==> src/rtl/flag_alu_pkg.sv <==
package flag_alu_pkg;

    typedef enum logic [2:0] {
        OP_ADD = 3'd0,
        OP_ADC = 3'd1,
        OP_SUB = 3'd2,
        OP_SBB = 3'd3,
        OP_AND = 3'd4,
        OP_OR  = 3'd5,
        OP_XOR = 3'd6,
        OP_CMP = 3'd7
    } alu_op_e;

    localparam int STAT_W = 16;
    localparam int CTL_N  = 3;

    localparam int FB_CF = 0;
    localparam int FB_PF = 2;
    localparam int FB_AF = 4;
    localparam int FB_ZF = 6;
    localparam int FB_SF = 7;
    localparam int FB_TF = 8;
    localparam int FB_OF = 11;

    localparam logic [STAT_W-1:0] UNUSED_MASK = 16'hF02A;

    typedef struct packed {
        logic of;
        logic sf;
        logic zf;
        logic af;
        logic pf;
        logic cf;
    } cond_t;

endpackage

==> src/rtl/flag_alu_arith.sv <==
module flag_alu_arith #(
    parameter int DATA_W = 16,
    parameter int NIB_W  = 4
) (
    input  logic [DATA_W-1:0] a,
    input  logic [DATA_W-1:0] b,
    input  logic              is_sub,
    input  logic              use_cin,
    input  logic              cf_in,
    input  logic              byte_mode,
    output logic [DATA_W-1:0] sum,
    output logic              nib_carry,
    output logic              msb_cin,
    output logic              msb_cout
);
    localparam int LANE_W = DATA_W / 2;

    logic [DATA_W-1:0] bx;
    logic [DATA_W:0]   c;

    assign bx   = is_sub ? ~b : b;
    assign c[0] = is_sub ? ~(use_cin & cf_in) : (use_cin & cf_in);

    for (genvar i = 0; i < DATA_W; i++) begin : g_ripple
        assign c[i+1] = (a[i] & bx[i]) | (c[i] & (a[i] ^ bx[i]));
    end

    assign sum       = a ^ bx ^ c[DATA_W-1:0];
    assign nib_carry = c[NIB_W];
    assign msb_cin   = byte_mode ? c[LANE_W-1] : c[DATA_W-1];
    assign msb_cout  = byte_mode ? c[LANE_W]   : c[DATA_W];
endmodule

==> src/rtl/flag_alu_cond.sv <==
module flag_alu_cond
    import flag_alu_pkg::*;
#(
    parameter int DATA_W = 16
) (
    input  logic [DATA_W-1:0] res,
    input  logic              nib_carry,
    input  logic              msb_cin,
    input  logic              msb_cout,
    input  logic              is_sub,
    input  logic              is_logic,
    input  logic              byte_mode,
    output cond_t             cond
);
    localparam int LANE_W = DATA_W / 2;

    always_comb begin
        cond.sf = byte_mode ? res[LANE_W-1] : res[DATA_W-1];
        cond.zf = byte_mode ? (res[LANE_W-1:0] == '0) : (res == '0);
        cond.pf = ~(^res[7:0]);
        if (is_logic) begin
            cond.cf = 1'b0;
            cond.af = 1'b0;
            cond.of = 1'b0;
        end else begin
            cond.cf = msb_cout ^ is_sub;
            cond.af = nib_carry ^ is_sub;
            cond.of = msb_cin ^ msb_cout;
        end
    end
endmodule

==> src/rtl/flag_alu.sv <==
module flag_alu
    import flag_alu_pkg::*;
#(
    parameter int DATA_W = 16
) (
    input  logic              clk,
    input  logic              rst_n,
    input  logic              en,
    input  logic [2:0]        op,
    input  logic              byte_mode,
    input  logic [DATA_W-1:0] a,
    input  logic [DATA_W-1:0] b,
    input  logic [CTL_N-1:0]  ctl_set,
    input  logic [CTL_N-1:0]  ctl_clr,
    output logic [DATA_W-1:0] result,
    output logic [STAT_W-1:0] status
);
    localparam int LANE_W = DATA_W / 2;

    typedef struct packed {
        logic [DATA_W-1:0] result;
        cond_t             cond;
        logic [CTL_N-1:0]  ctl;
    } state_t;

    state_t  st_d, st_q;
    alu_op_e op_e;
    logic    is_sub, use_cin, is_logic;
    logic [DATA_W-1:0] sum, logic_res, raw_res, res_sel;
    logic    nib_carry, msb_cin, msb_cout;
    cond_t   cond_n;

    assign op_e     = alu_op_e'(op);
    assign is_sub   = (op_e == OP_SUB) || (op_e == OP_SBB) || (op_e == OP_CMP);
    assign use_cin  = (op_e == OP_ADC) || (op_e == OP_SBB);
    assign is_logic = (op_e == OP_AND) || (op_e == OP_OR) || (op_e == OP_XOR);

    flag_alu_arith #(.DATA_W(DATA_W)) u_arith (
        .a         (a),
        .b         (b),
        .is_sub    (is_sub),
        .use_cin   (use_cin),
        .cf_in     (st_q.cond.cf),
        .byte_mode (byte_mode),
        .sum       (sum),
        .nib_carry (nib_carry),
        .msb_cin   (msb_cin),
        .msb_cout  (msb_cout)
    );

    always_comb begin
        case (op_e)
            OP_AND:  logic_res = a & b;
            OP_OR:   logic_res = a | b;
            default: logic_res = a ^ b;
        endcase
        raw_res = is_logic ? logic_res : sum;
        res_sel = byte_mode ? {a[DATA_W-1:LANE_W], raw_res[LANE_W-1:0]} : raw_res;
    end

    flag_alu_cond #(.DATA_W(DATA_W)) u_cond (
        .res       (res_sel),
        .nib_carry (nib_carry),
        .msb_cin   (msb_cin),
        .msb_cout  (msb_cout),
        .is_sub    (is_sub),
        .is_logic  (is_logic),
        .byte_mode (byte_mode),
        .cond      (cond_n)
    );

    always_comb begin
        st_d = st_q;
        if (en) begin
            if (op_e != OP_CMP) begin
                st_d.result = res_sel;
            end
            st_d.cond = cond_n;
        end
        for (int i = 0; i < CTL_N; i++) begin
            if (ctl_set[i]) begin
                st_d.ctl[i] = 1'b1;
            end else if (ctl_clr[i]) begin
                st_d.ctl[i] = 1'b0;
            end
        end
    end

    always_ff @(posedge clk or negedge rst_n) begin
        if (!rst_n) begin
            st_q <= '0;
        end else begin
            st_q <= st_d;
        end
    end

    assign result = st_q.result;
    assign status = {4'b0000, st_q.cond.of, st_q.ctl, st_q.cond.sf, st_q.cond.zf,
                     1'b0, st_q.cond.af, 1'b0, st_q.cond.pf, 1'b0, st_q.cond.cf};

    // reserved status positions stay clear
    p_unused_zero_r13: assert property (@(posedge clk) disable iff (!rst_n)
        (status & UNUSED_MASK) == '0);

    // an idle cycle keeps result and condition flags
    p_idle_hold_r11: assert property (@(posedge clk) disable iff (!rst_n)
        !en |=> ($stable(result) && $stable(status[FB_OF]) && $stable(status[FB_SF:FB_ZF])
                 && $stable(status[FB_AF]) && $stable(status[FB_PF]) && $stable(status[FB_CF])));

    // compare never writes the result register
    p_cmp_keeps_result_r10: assert property (@(posedge clk) disable iff (!rst_n)
        (en && op == 3'd7) |=> $stable(result));

    // logic operations leave carry, nibble carry and overflow clear
    p_logic_clears_r4: assert property (@(posedge clk) disable iff (!rst_n)
        (en && (op == 3'd4 || op == 3'd5 || op == 3'd6)) |=>
        (status[FB_CF] == 1'b0 && status[FB_AF] == 1'b0 && status[FB_OF] == 1'b0));

    // byte mode passes the upper byte of a
    p_upper_pass_r9: assert property (@(posedge clk) disable iff (!rst_n)
        (en && byte_mode && op != 3'd7) |=> result[DATA_W-1:LANE_W] == $past(a[DATA_W-1:LANE_W]));

    // control flags move only on their strobes, set wins
    p_ctl_hold_r12: assert property (@(posedge clk) disable iff (!rst_n)
        (ctl_set == '0 && ctl_clr == '0) |=> $stable(status[FB_TF+CTL_N-1:FB_TF]));
    p_ctl_set_wins_r12: assert property (@(posedge clk) disable iff (!rst_n)
        (ctl_set[0] && ctl_clr[0]) |=> status[FB_TF]);
endmodule

==> config.mk <==
export PLATFORM = sky130hd
export DESIGN_NAME = flag_alu
export DESIGN_NICKNAME = d
export VERILOG_FILES = /design/src/rtl/flag_alu_pkg.sv /design/src/rtl/flag_alu_arith.sv /design/src/rtl/flag_alu_cond.sv /design/src/rtl/flag_alu.sv
export SDC_FILE = /design/constraint.sdc
export NUM_CORES = 1
export LEC_CHECK = 0
export ABC_AREA = 1
export BUFFER_PORTS_ARGS = -buffer_cell sky130_fd_sc_hd__buf_2
export CORE_MARGIN = 4
export CORE_UTILIZATION = 25
export DETAILED_ROUTE_END_ITERATION = 10
export SLEW_MARGIN = 10
export SYNTH_ARGS = -nofsm -noshare
export SYNTH_HDL_FRONTEND = slang
export SYNTH_SLANG_ARGS = --single-unit
==> constraint.sdc <==
create_clock -name clk -period 17.7 [get_ports clk]
set_input_delay 1.77 -clock clk [delete_from_list [all_inputs] [get_ports clk]]
set_output_delay 1.77 -clock clk [all_outputs]
set_load 0.05 [all_outputs]
==> results.cfg <==
[outcome]
outcome = complete, no violations

[clock_tree]
cts.path.max_buffers = 2
cts_resized = 0
path_clk_slew_ns = 0.06
postCtsHoldBufs = 0
h-tree-depth = 1
cts_root_buf = clkbuf_16
insertion_delay_ns = 0.26
cts_setup_buffers = 0
cts_tree = built
cts_buffers = 3
clkSinkCount = 25

[setup_path]
cpLargestDelayFamily = adder cells
cp_data_arrival_time_ns = 9.85
path_common_cell = fa_1
critPathMaxStageDelay_ns = 0.53
path_class = in2reg
reg2reg_depth = 35
crit_start = op[0]
end_kind = flip-flop
path_depth = 38
ff2ff_setup_slack_ns = 9.86
timing.rr.end = status[6]
critPathLaunchType = primary input
crit_fanout = 24
reg2reg_from = status[0]
cp_slowest_cell = fa_1
critical_path_required_ns = 17.90
crit_buf_inv = 11

[synth]
synth_mux_area_share_pct = 0
synth_top_family_by_area = adder cells
yosysTopAreaCell = dfrtp_1
ys_ff_latch = 25
yosysUniqueCellTypes = 31
synth.cell_area_sq_um = 2840
yosys.area_share.adder_pct = 27.1
synthArstFlopShare_pct = 100
yosysSeqAreaShare_pct = 22.0
yosysTopAreaCellShare_pct = 22.0
synth_area_leaders = dfrtp_1, ha_1, fa_1
synth_compound_area_share_pct = 13.6
ys_warn_count = 0
synth_flop_cell = dfrtp_1
syn_inst = 368
synth_edf_count = 0
synth_xor_area_share_pct = 7.09
synth.avg_cell_area_sq_um = 7.72
synth_simple_gate_area_share_pct = 16.0

[floorplanning]
die_width_um = 115
start_util_pct = 25.9
die_y_um = 115
ios = 77
die-area_sq_um = 13100
rows = 38
core_region_area_sq_um = 11000

[power]
seq_power_share_pct = 28.1
p_leak_nw = 1.84
p_per_area_nw_per_um2 = 77.4
ir_drop_uv = 56.3
p_int_mw = 0.139
power_mw = 0.260
clkPwrFrac_pct = 19.5
p_sw_share_pct = 46.3
comb_power_share_pct = 52.5
switchingPower_mw = 0.120

[final_layout]
drive_gt1_share_pct = 20.6
seqCellArea_sq_um = 626
fin_nets = 526
n_antenna_cell = 0
multi_input_area_sq_um = 1840
syn_to_final_growth_pct = 18.0
fillCellCount = 1200
utilization_pct = 30.5

[sta]
hold_slack_ns = 0.477
rsz0062_at_grt = no
worst_slack_ns = 8.05
slew_headroom_pct = 60.2
drv_slew = 0
fin_skew_ns = 0.00135
fmax_mhz = 104
tightest_slew_ns = 0.596
fin_crit_ns = 9.65
final_hold_viol_count = 0
layout_worst_path_cycle_share_pct = 54.5
finalSetupViolCount = 0
setup_tns_ns = 0

[job]
drv_cap = 0

[global_route]
grt_pass1_wl_um = 12200
antenna_found_initial = 0
track_usage_pct = 11.4
grt_pass1_vias = 2529
grt_max_degree = 33
overflow = 0

[detailed_routing]
ant_nets = 0
vias_per_cell = 4.26
drt-wirelength-per-cell_um = 13.2
drt_iter0_drc = 109
firstDrtPassIters = 4
remaining_drc_errors = 0
wirelength_um = 7480
vias = 2422

[worst_hold_path]
hp-class = reg2reg
hold_path_depth = 2
hold_start = result[10]
holdPathEnd = result[10]

[placed_design]
hpwl_um = 6320
gp_congestion = 0.849
io_buffers = 69
pre_cts_ws_ns = 7.70
[cell usage after synthesis (2+ instances only)]
library cell,count
nand2_1,71
inv_1,68
ha_1,36
o21ai_0,30
dfrtp_1,25
xor2_1,21
nand3_1,20
fa_1,16
buf_4,11
o21ai_1,10
nor2_1,8
a21oi_1,7
o211ai_1,7
buf_2,6
inv_2,4
clkbuf_1,3
o21bai_1,3
a21boi_1,2
clkinv_1,2
nand2_2,2
nand3b_1,2
nor2_2,2
o21bai_2,2
o31ai_1,2
xnor2_1,2
[metrics by stage]
step / cell area, sq um / cells
2_1_floorplan: 2870 / 374
3_3_place_gp: 3270 / 564
3_5_place_dp: 3270 / 564
4_1_cts: 3350 / 568
5_1_grt: 3350 / 568
6_report: 3350 / 568
[registers in the layout, indices dropped and copies added (netlist names)]
name    count
status      9
result     16
[worst max-delay path by stage]
stage                 to  slack [ns]
2_1_floorplan  status[6]        8.39
3_3_place_gp   status[6]        7.94
3_5_place_dp   status[6]        7.70
4_1_cts        status[6]        7.94
5_1_grt        status[6]        7.40
6_report       status[6]        8.05
[routing by layer]
| layer | vias to the layer above | GRT usage [%] | share of wire [%] |
|---|---|---|---|
| met4 | 0 | 3.33 | 2.3 |
| met5 | - | 0 | 0 |
| met2 | 66 | 18.9 | 46 |
| met1 | 1096 | 14.9 | 45 |
| met3 | 12 | 2.48 | 6.5 |
| li1 | 1248 | - | - |
[layout make-up]
type / count / share of cell area, %
multi-input combinational: 255 / 54.9
inverter: 74 / 8.28
tap: 140 / 5.22
timing repair buffer: 70 / 10.5
sequential: 25 / 18.6
clock buffer: 3 / 2.24
clock inverter: 1 / 0.149
[kinds of logic (layout without fill, tap and decap cells)]
family / Yosys count / count (layout)
fa+ha+maj: 52 / 52
buf+inv: 94 / 148
xor+xnor: 23 / 23
flops: 25 / 25
compound gates: 66 / 66
simple gates: 107 / 107
other cells: 1 / 7
[worst register-to-register path, delay by kind of cell (launching register included)]
family,cells,cell delay [ns]
AO/OA/AOI/OAI,2,0.28
XOR/XNOR,1,0.26
adder cells (fa/ha/maj),16,5.66
buffers and inverters,9,0.63
flip-flops,1,0.42
AND/OR/NAND/NOR,7,0.52
[cell usage in the layout (no fill, tap or decap)]
cell	netlist	layout
or2_2	1	1
o31ai_2	0	1
o21bai_1	3	3
dfrtp_1	25	25
a21oi_1	7	7
nand2_4	1	1
clkinv_1	2	2
inv_2	4	4
nand3_1	20	20
o21ai_1	10	10
a211oi_1	1	1
o21ai_0	30	30
nand2_1	71	71
nand3b_1	2	2
conb_1	1	7
inv_1	68	68
o211ai_1	7	7
xnor2_1	2	2
xor2_1	21	21
ha_1	36	36
o22ai_1	1	1
clkbuf_16	0	3
buf_2	6	69
nor2_2	2	2
nor2_1	8	8
nand2_2	2	2
a21oi_2	1	1
buf_4	11	1
o21bai_2	2	2
a21boi_1	2	2
clkinv_2	0	1
fa_1	16	16
o31ai_1	2	1
[power by group through the flow]
stage | logic [mW] | clock network [mW] | registers [mW]
finish | 0.136 | 0.0505 | 0.0729
detailed placement | 0.138 | 0 | 0.0739
global route | 0.153 | 0.0551 | 0.0740
CTS | 0.138 | 0.0512 | 0.0731
floorplan | 0.0675 | 0 | 0.108
global placement | 0.134 | 0 | 0.0739
(Power assumes the default switching activity.)
